--- src/rtl/resv_pkg.sv ---
package resv_pkg;
  typedef enum logic [1:0] {
    OP_LOAD  = 2'd0,
    OP_STORE = 2'd1,
    OP_LL    = 2'd2,
    OP_SC    = 2'd3
  } op_kind_e;

  typedef enum logic [1:0] {
    SN_READ = 2'd0,
    SN_RDX  = 2'd1,
    SN_UPGR = 2'd2,
    SN_UPD  = 2'd3
  } snoop_kind_e;

  // A snooped transaction can change the data only if it is not a plain read.
  function automatic logic snoop_writes(input logic [1:0] kind);
    return kind != SN_READ;
  endfunction
endpackage

--- src/rtl/resv_kill.sv ---
module resv_kill #(
  parameter int BW = 26
) (
  input  logic          rv,
  input  logic [BW-1:0] rb,
  input  logic          snoop_valid,
  input  logic [1:0]    snoop_kind,
  input  logic [BW-1:0] snoop_blk,
  input  logic          evict_valid,
  input  logic [BW-1:0] evict_blk,
  input  logic          st_valid,
  input  logic [BW-1:0] st_blk,
  output logic          hit_snoop,
  output logic          hit_evict,
  output logic          hit_store,
  output logic          kill
);
  import resv_pkg::*;

  always_comb begin
    hit_snoop = rv && snoop_valid && snoop_writes(snoop_kind) && (snoop_blk == rb);
    hit_evict = rv && evict_valid && (evict_blk == rb);
    hit_store = rv && st_valid && (st_blk == rb);
    kill      = hit_snoop || hit_evict || hit_store;
  end
endmodule

--- src/rtl/resv_store.sv ---
module resv_store #(
  parameter int BW = 26
) (
  input  logic          clk,
  input  logic          rst_n,
  input  logic          set,
  input  logic [BW-1:0] set_blk,
  input  logic          clr,
  output logic          valid,
  output logic [BW-1:0] blk
);
  always_ff @(posedge clk) begin
    if (!rst_n) begin
      valid <= 1'b0;
      blk   <= '0;
    end else if (set) begin
      valid <= 1'b1;
      blk   <= set_blk;
    end else if (clr) begin
      valid <= 1'b0;
    end
  end

  assert_ll_sets_R2: assert property (@(posedge clk) disable iff (!rst_n)
    set |=> (valid && blk == $past(set_blk)));

  assert_clear_drops_R11: assert property (@(posedge clk) disable iff (!rst_n)
    (clr && !set) |=> !valid);
endmodule

--- src/rtl/sc_seq.sv ---
module sc_seq #(
  parameter int AW = 32,
  parameter int DW = 32
) (
  input  logic          clk,
  input  logic          rst_n,
  input  logic          sc_req,
  input  logic          sc_can,
  input  logic          kill,
  input  logic          gnt,
  input  logic [AW-1:0] addr,
  input  logic [DW-1:0] data,
  output logic          waiting,
  output logic          done,
  output logic          ok,
  output logic          wr_en,
  output logic [AW-1:0] hold_addr,
  output logic [DW-1:0] hold_data,
  output logic          fail_now,
  output logic          seq_clr
);
  always_comb begin
    fail_now = !waiting && sc_req && !sc_can;
    seq_clr  = fail_now || (waiting && gnt);
  end

  always_ff @(posedge clk) begin
    if (!rst_n) begin
      waiting   <= 1'b0;
      done      <= 1'b0;
      ok        <= 1'b0;
      wr_en     <= 1'b0;
      hold_addr <= '0;
      hold_data <= '0;
    end else begin
      done  <= 1'b0;
      ok    <= 1'b0;
      wr_en <= 1'b0;
      if (!waiting) begin
        if (sc_req) begin
          if (sc_can) begin
            waiting   <= 1'b1;
            hold_addr <= addr;
            hold_data <= data;
          end else begin
            done <= 1'b1;
          end
        end
      end else if (kill) begin
        waiting <= 1'b0;
        done    <= 1'b1;
      end else if (gnt) begin
        waiting <= 1'b0;
        done    <= 1'b1;
        ok      <= 1'b1;
        wr_en   <= 1'b1;
      end
    end
  end

  assert_fail_fast_R4: assert property (@(posedge clk) disable iff (!rst_n)
    fail_now |=> (done && !ok && !waiting && !wr_en));

  assert_write_only_ok_R5: assert property (@(posedge clk) disable iff (!rst_n)
    wr_en |-> (done && ok));

  assert_grant_writes_R5: assert property (@(posedge clk) disable iff (!rst_n)
    (waiting && gnt && !kill) |=> wr_en);

  assert_lost_race_R6: assert property (@(posedge clk) disable iff (!rst_n)
    (waiting && kill) |=> (done && !ok && !wr_en));

  assert_wait_ends_R3: assert property (@(posedge clk) disable iff (!rst_n)
    waiting |=> (waiting || done));
endmodule

--- src/rtl/resv_monitor.sv ---
module resv_monitor #(
  parameter int AW   = 32,
  parameter int DW   = 32,
  parameter int OFFW = 6
) (
  input  logic               clk,
  input  logic               rst_n,
  input  logic               op_valid,
  input  logic [1:0]         op_kind,
  input  logic [AW-1:0]      op_addr,
  input  logic [DW-1:0]      op_wdata,
  input  logic               snoop_valid,
  input  logic [1:0]         snoop_kind,
  input  logic [AW-1:0]      snoop_addr,
  input  logic               evict_valid,
  input  logic [AW-1:0]      evict_addr,
  input  logic               bus_gnt,
  output logic               bus_req,
  output logic [AW-1:0]      bus_addr,
  output logic               sc_done,
  output logic               sc_ok,
  output logic               sc_wr_en,
  output logic [AW-1:0]      sc_wr_addr,
  output logic [DW-1:0]      sc_wr_data,
  output logic               resv_valid,
  output logic [AW-OFFW-1:0] resv_blk
);
  import resv_pkg::*;

  localparam int BW = AW - OFFW;

  logic          waiting;
  logic          idle;
  logic          op_ll, op_sc, op_st;
  logic [BW-1:0] op_blk, snoop_blk, evict_blk;
  logic          hit_snoop, hit_evict, hit_store, kill;
  logic          sc_can, fail_now, seq_clr, resv_clr;
  logic [AW-1:0] hold_addr;
  logic [DW-1:0] hold_data;

  always_comb begin
    idle      = !waiting;
    op_blk    = op_addr[AW-1:OFFW];
    snoop_blk = snoop_addr[AW-1:OFFW];
    evict_blk = evict_addr[AW-1:OFFW];
    op_ll     = idle && op_valid && (op_kind == OP_LL);
    op_sc     = idle && op_valid && (op_kind == OP_SC);
    op_st     = idle && op_valid && (op_kind == OP_STORE);
    sc_can    = resv_valid && (resv_blk == op_blk) && !kill;
    resv_clr  = kill || seq_clr;
  end

  resv_kill #(.BW(BW)) u_kill (
    .rv          (resv_valid),
    .rb          (resv_blk),
    .snoop_valid (snoop_valid),
    .snoop_kind  (snoop_kind),
    .snoop_blk   (snoop_blk),
    .evict_valid (evict_valid),
    .evict_blk   (evict_blk),
    .st_valid    (op_st),
    .st_blk      (op_blk),
    .hit_snoop   (hit_snoop),
    .hit_evict   (hit_evict),
    .hit_store   (hit_store),
    .kill        (kill)
  );

  resv_store #(.BW(BW)) u_store (
    .clk     (clk),
    .rst_n   (rst_n),
    .set     (op_ll),
    .set_blk (op_blk),
    .clr     (resv_clr),
    .valid   (resv_valid),
    .blk     (resv_blk)
  );

  sc_seq #(.AW(AW), .DW(DW)) u_seq (
    .clk       (clk),
    .rst_n     (rst_n),
    .sc_req    (op_sc),
    .sc_can    (sc_can),
    .kill      (kill),
    .gnt       (bus_gnt),
    .addr      (op_addr),
    .data      (op_wdata),
    .waiting   (waiting),
    .done      (sc_done),
    .ok        (sc_ok),
    .wr_en     (sc_wr_en),
    .hold_addr (hold_addr),
    .hold_data (hold_data),
    .fail_now  (fail_now),
    .seq_clr   (seq_clr)
  );

  always_comb begin
    bus_req    = waiting;
    bus_addr   = hold_addr;
    sc_wr_addr = hold_addr;
    sc_wr_data = hold_data;
  end

  assert_done_drops_resv_R9: assert property (@(posedge clk) disable iff (!rst_n)
    sc_done |-> !resv_valid);

  assert_req_holds_resv_R3: assert property (@(posedge clk) disable iff (!rst_n)
    bus_req |-> resv_valid);

  assert_read_snoop_harmless_R6: assert property (@(posedge clk) disable iff (!rst_n)
    (resv_valid && idle && !op_valid && !evict_valid && snoop_valid &&
     snoop_kind == SN_READ) |=> resv_valid);

  assert_busy_ignores_ops_R10: assert property (@(posedge clk) disable iff (!rst_n)
    (bus_req && !kill && !bus_gnt) |=> (bus_req && $stable(bus_addr)));
endmodule

--- config.mk ---
export PLATFORM = sky130hd
export DESIGN_NAME = resv_monitor
export DESIGN_NICKNAME = d
export VERILOG_FILES = /design/src/rtl/resv_pkg.sv /design/src/rtl/resv_kill.sv /design/src/rtl/resv_store.sv /design/src/rtl/sc_seq.sv /design/src/rtl/resv_monitor.sv
export SDC_FILE = /design/constraint.sdc
export NUM_CORES = 1
export LEC_CHECK = 0
export ABC_CLOCK_PERIOD_IN_PS = 4250
export BUFFER_PORTS_ARGS = -buffer_cell sky130_fd_sc_hd__clkbuf_2
export CAP_MARGIN = 15
export CORE_UTILIZATION = 30
export CTS_CLUSTER_DIAMETER = 80
export DETAILED_ROUTE_END_ITERATION = 12
export MAX_ROUTING_LAYER = met4
export PLACE_DENSITY_LB_ADDON = 0.25
export SLEW_MARGIN = 10
export SYNTH_ARGS = -nofsm -noshare
export SYNTH_HDL_FRONTEND = slang
export SYNTH_SLANG_ARGS = --single-unit
--- constraint.sdc ---
create_clock -name clk -period 4.25 [get_ports clk]
set_input_delay 0.2125 -clock clk [delete_from_list [all_inputs] [get_ports clk]]
set_output_delay 0.2125 -clock clk [all_outputs]
set_load 0.05 [all_outputs]
Word level (Yosys, flattened, before mapping). Index checks and enable logic that the tools add are counted.

Flip-flop bits (word level): 94. Latch bits: 0. Memory bits (writable): 0. ROM bits: 0. Memories kept: 0.

Add/sub/neg operators: 0. Multiply operators: 0. Divide/modulo/power cells: 0. Magnitude comparators: 0. Equality and inequality tests: 7. Shift operators: 0. Mux-type cells: 12. Bitwise gates (word level): 2. Reduce and logical (&&, ||, !) cells: 27.

Operator list (number): 26-bit equality test (4); 1-bit logical AND (16); 1-bit two-way mux (12); 2-bit equality test (second input constant) (2); 1-bit logical OR (4); 2-bit nonzero test (2); 1-bit zero test (3); 3-bit AND reduction (1); 3-bit OR reduction (1); 2-bit by 1-bit equality test with 1-bit output (second input constant) (1); 1-bit NOT (2).

Longest topological paths before layout.
Depth after elaboration: 14. Mapped depth: 9. Gate-level depth less buffers: 6.

By module. A second synthesis with hierarchy kept.

Cells, all modules: 560. Area, all modules: 5162.5 um^2.

Modules (own cells, without submodules): sc_seq (times used 1, cells an instance 293, area an instance 2667.6 um^2, sequential area each 1341.3 um^2); resv_store (times used 1, cells an instance 86, area an instance 1036.0 um^2, sequential area each 540.5 um^2); resv_kill (times used 1, cells an instance 109, area an instance 888.4 um^2, sequential area each 0.0 um^2); resv_monitor (times used 1, cells an instance 72, area an instance 570.5 um^2, sequential area each 0.0 um^2).

Worst setup path before layout. No wires, ideal clock.

Kind: register to register. From: register u_store.blk[18]. To: register u_seq.hold_addr[7]. Library setup time: 0.131 ns. Arrival: 2.252 ns. Data required time: 4.119 ns. Slack: 1.867 ns. Cell stages (with the launch flop): 9. Path buffers: 2. Cell sequence: dfxtp_1 > xor2_1 > or4_1 > nor4_1 > a2bb2oi_1 > buf_2 > buf_2 > nand4_1 > a21oi_2.

Word-level cells in the longest chain between the ends: 7.

Ends and longest elaborated chain: start: declaration (RTL line resv_store.sv:10) `output logic [BW-1:0] blk`; start signal: assignment (RTL line resv_store.sv:18) `blk <= set_blk;`; 26-bit equality test, on equally long branches (RTL line resv_kill.sv:21, resv_kill.sv:22); 1-bit logical AND, on equally long branches (RTL line resv_kill.sv:21, resv_kill.sv:22); 1-bit logical OR (2 in series) (RTL line resv_kill.sv:24) `kill = hit_snoop || hit_evict || hit_store;`; 1-bit zero test (RTL line resv_monitor.sv:49) `sc_can = resv_valid && (resv_blk == op_blk) && !kill;`; 1-bit logical AND (*) (RTL line resv_monitor.sv:49); 3-bit AND reduction (no line) (*); end signal: assignment (RTL line sc_seq.sv:43) `hold_addr <= addr;`; end: declaration (RTL line sc_seq.sv:17) `output logic [AW-1:0] hold_addr,`.

Every way passes the cells marked *; elsewhere a longest branch is shown, timed or not. A chain may end at the register's enable or synchronous reset.

Final worst setup path.
From: register u_store.blk[12]. To: register u_seq.hold_addr[1].

The elaborated chain is that of the path after synthesis.

==> metrics.cfg <==
[status]
run_status=finished, final reports clean

[flow_run]
drv.max_cap_violation_count=0

[power_and_ir_drop]
p_sw_uw=521
p_leak_uw=0.00268
cell_internal_pwr_uw=1520
p_sw_frac=0.256
pwr_density_cell_nw_per_um2=318
ir_drop_mv=0.152
p_seq_frac=0.446
combinationalPowerShare=0.121
p_clk_frac=0.433

[route]
drtIter0Drc=219
drc=0
ant_nets=0
via_per_inst=5.12
wl_per_cell_um=17.6
wl_mm=18.0
vias=5240
first_pass_iters=4

[layout]
area.sequential_um2=1880
utilization=0.398
num-nets-final=940
final_cell_mix=clkbuf_2, dfxtp_1, a21oi_1, nand4_1, nand2_1
nFillCells=1715
area_growth_pct=27.5
drive_gt1_frac=0.353
finalInstanceArea_um2=6410
n_antenna_cell=0
multi_input_area_um2=2600
layout_commonest_cell=clkbuf_2

[floorplan]
core_um2=16100
die_h_um=131
rows=46
die_x_um=131
start_util=0.312
num_io_pins=265
die_area_um2=17300

[timing]
rsz0062_at_grt=false
fin_skew_ps=7.55
period_minus_slack_ps=3040
setup_tns_ps=0
setup_slack_ps=1210
tightest_slew_ps=968
max_slew_margin=0.354
max_clock_freq_mhz=329
finalHoldWorstSlack_ps=101
hold_viol=0
slew_viol_final=0
layout_worst_path_cycle_share=0.715
setup_viol=0

[clock_network]
root_buffer=clkbuf_16
numClockSinks=94
ctsHoldBuffers=0
clk_latency_ps=340
clk_path_buf_depth=2
cts_post_setup_buffers_inserted=0
clk_pin_slew_ps=70
numCtsBuffers=9
cts_tree=built
cts_resized=0
htreeDepth=3

[worst_setup_path]
crit_arrival_ps=3310
critical_path_class=flip-flop to flip-flop
ff2ff_setup_slack_ps=1210
cp_max_fo=38
required_ps=4520
end_kind=flip-flop
cp-start-kind=flip-flop

[synth]
synth.avg_cell_area_um2=8.19
synth-seq-cells=94
syn_inst=614
syn-num-nets=752
yosysSeqAreaShare=0.374
yosys_warnings=0
synth.distinct_cells=38
synthesis.area_um2=5030

[grt]
grt_first_pass_wirelength_mm=28.0
grt-ovfl-total=0
antenna_found_initial=0
track_usage=0.211
grt_pass1_vias=5076
grt_max_degree=67

[placed_design]
place_congestion=0.889
place_area_um2=6090
io_buffer_count=252
dpl.hpwl_mm=12.8
place_ws_ps=1210

[min_path]
hold_path.class=input port to flip-flop

kinds of logic (layout without fill, tap and decap cells):
| group | count (synthesis) | in the layout | synth area share |
|---|---|---|---|
| simple gates | 191 | 191 | 0.207 |
| buf+inv | 87 | 280 | 0.112 |
| xor+xnor | 78 | 78 | 0.136 |
| flops | 94 | 94 | 0.374 |
| compound gates | 164 | 164 | 0.171 |
state kept, by name, indices dropped and copies added (netlist names):
signal	flops
u_seq.hold_data	32
u_store.blk	26
u_seq.done	1
u_seq.ok	1
u_store.valid	1
u_seq.waiting	1
u_seq.hold_addr	32
synthesized netlist by cell type, drive strengths merged:
library cell / count / area share
xor2: 34 / 0.059
nand3: 3 / 0.0030
o32ai: 1 / 0.0017
and2: 3 / 0.0037
nor3: 4 / 0.0040
nand2: 58 / 0.043
clkbuf: 33 / 0.025
nand2b: 2 / 0.0025
inv: 3 / 0.0022
nor2: 7 / 0.0052
nor4: 13 / 0.016
and3: 5 / 0.0062
a2bb2oi: 1 / 0.0017
o311ai: 1 / 0.0017
and4: 1 / 0.0017
nand4: 86 / 0.11
a2bb2o: 1 / 0.0022
nor4b: 1 / 0.0017
o211a: 1 / 0.0020
a21oi: 92 / 0.093
nor2b: 1 / 0.0012
o21ai: 65 / 0.065
a21o: 1 / 0.0015
o22ai: 1 / 0.0012
buf: 51 / 0.085
or2: 1 / 0.0012
dfxtp: 94 / 0.37
or4: 5 / 0.0082
xnor2: 44 / 0.077
nand4b: 1 / 0.0017
routing by layer:
metal,vias to the layer above,share of wire,global-route usage
met5,-,0,-
met4,0,0.023,0.0743
met3,27,0.064,0.0313
met2,220,0.46,0.336
met1,2430,0.45,0.271
li1,2563,-,-
worst max-delay path: stages (launching register included):
cell and delay, ps:
dfxtp_1 490, xor2_1 110, nor4_1 570, nand4_1 300
a2bb2o_2 850, buf_4 390, o21ai_1 110, a21oi_1 140
layout make-up:
type / count / area share
tap: 216 / 0.0422
sequential: 94 / 0.294
clock inverter: 4 / 0.0109
clock buffer: 12 / 0.0384
multi-input combinational: 433 / 0.406
inverter: 3 / 0.00176
timing repair buffer: 261 / 0.207
final timing paths:
kind                               startpoint                               end  depth (start not counted)
min                                op_addr[2]   u_seq.hold_addr[2]$_SDFFE_PN0P_                          3
max reg2reg      u_store.blk[12]$_SDFFE_PN0P_   u_seq.hold_addr[1]$_SDFFE_PN0P_                          7
max              u_store.blk[12]$_SDFFE_PN0P_   u_seq.hold_addr[1]$_SDFFE_PN0P_                          7
min reg2reg  u_seq.hold_data[22]$_SDFFE_PN0P_  u_seq.hold_data[22]$_SDFFE_PN0P_                          2
metrics by stage:
| step | total power (µW) | cells |
|---|---|---|
| 6_report | 2040 | 1023 |
| 5_1_grt | 2110 | 1023 |
| 4_1_cts | 2060 | 1023 |
| 3_5_place_dp | 1170 | 1007 |
| 3_3_place_gp | 1170 | 1007 |
| 2_1_floorplan | 1050 | 614 |
power groups by stage:
| stage | Combinational [µW] | Clock (µW) | Sequential, µW |
|---|---|---|---|
| after floorplan | 102 | 0 | 953 |
| after global placement | 246 | 0 | 929 |
| after detailed placement | 245 | 0 | 929 |
| after CTS | 247 | 899 | 909 |
| after global routing | 267 | 932 | 910 |
| final | 246 | 882 | 909 |
Note: power is estimated with default switching activity, not from simulation.
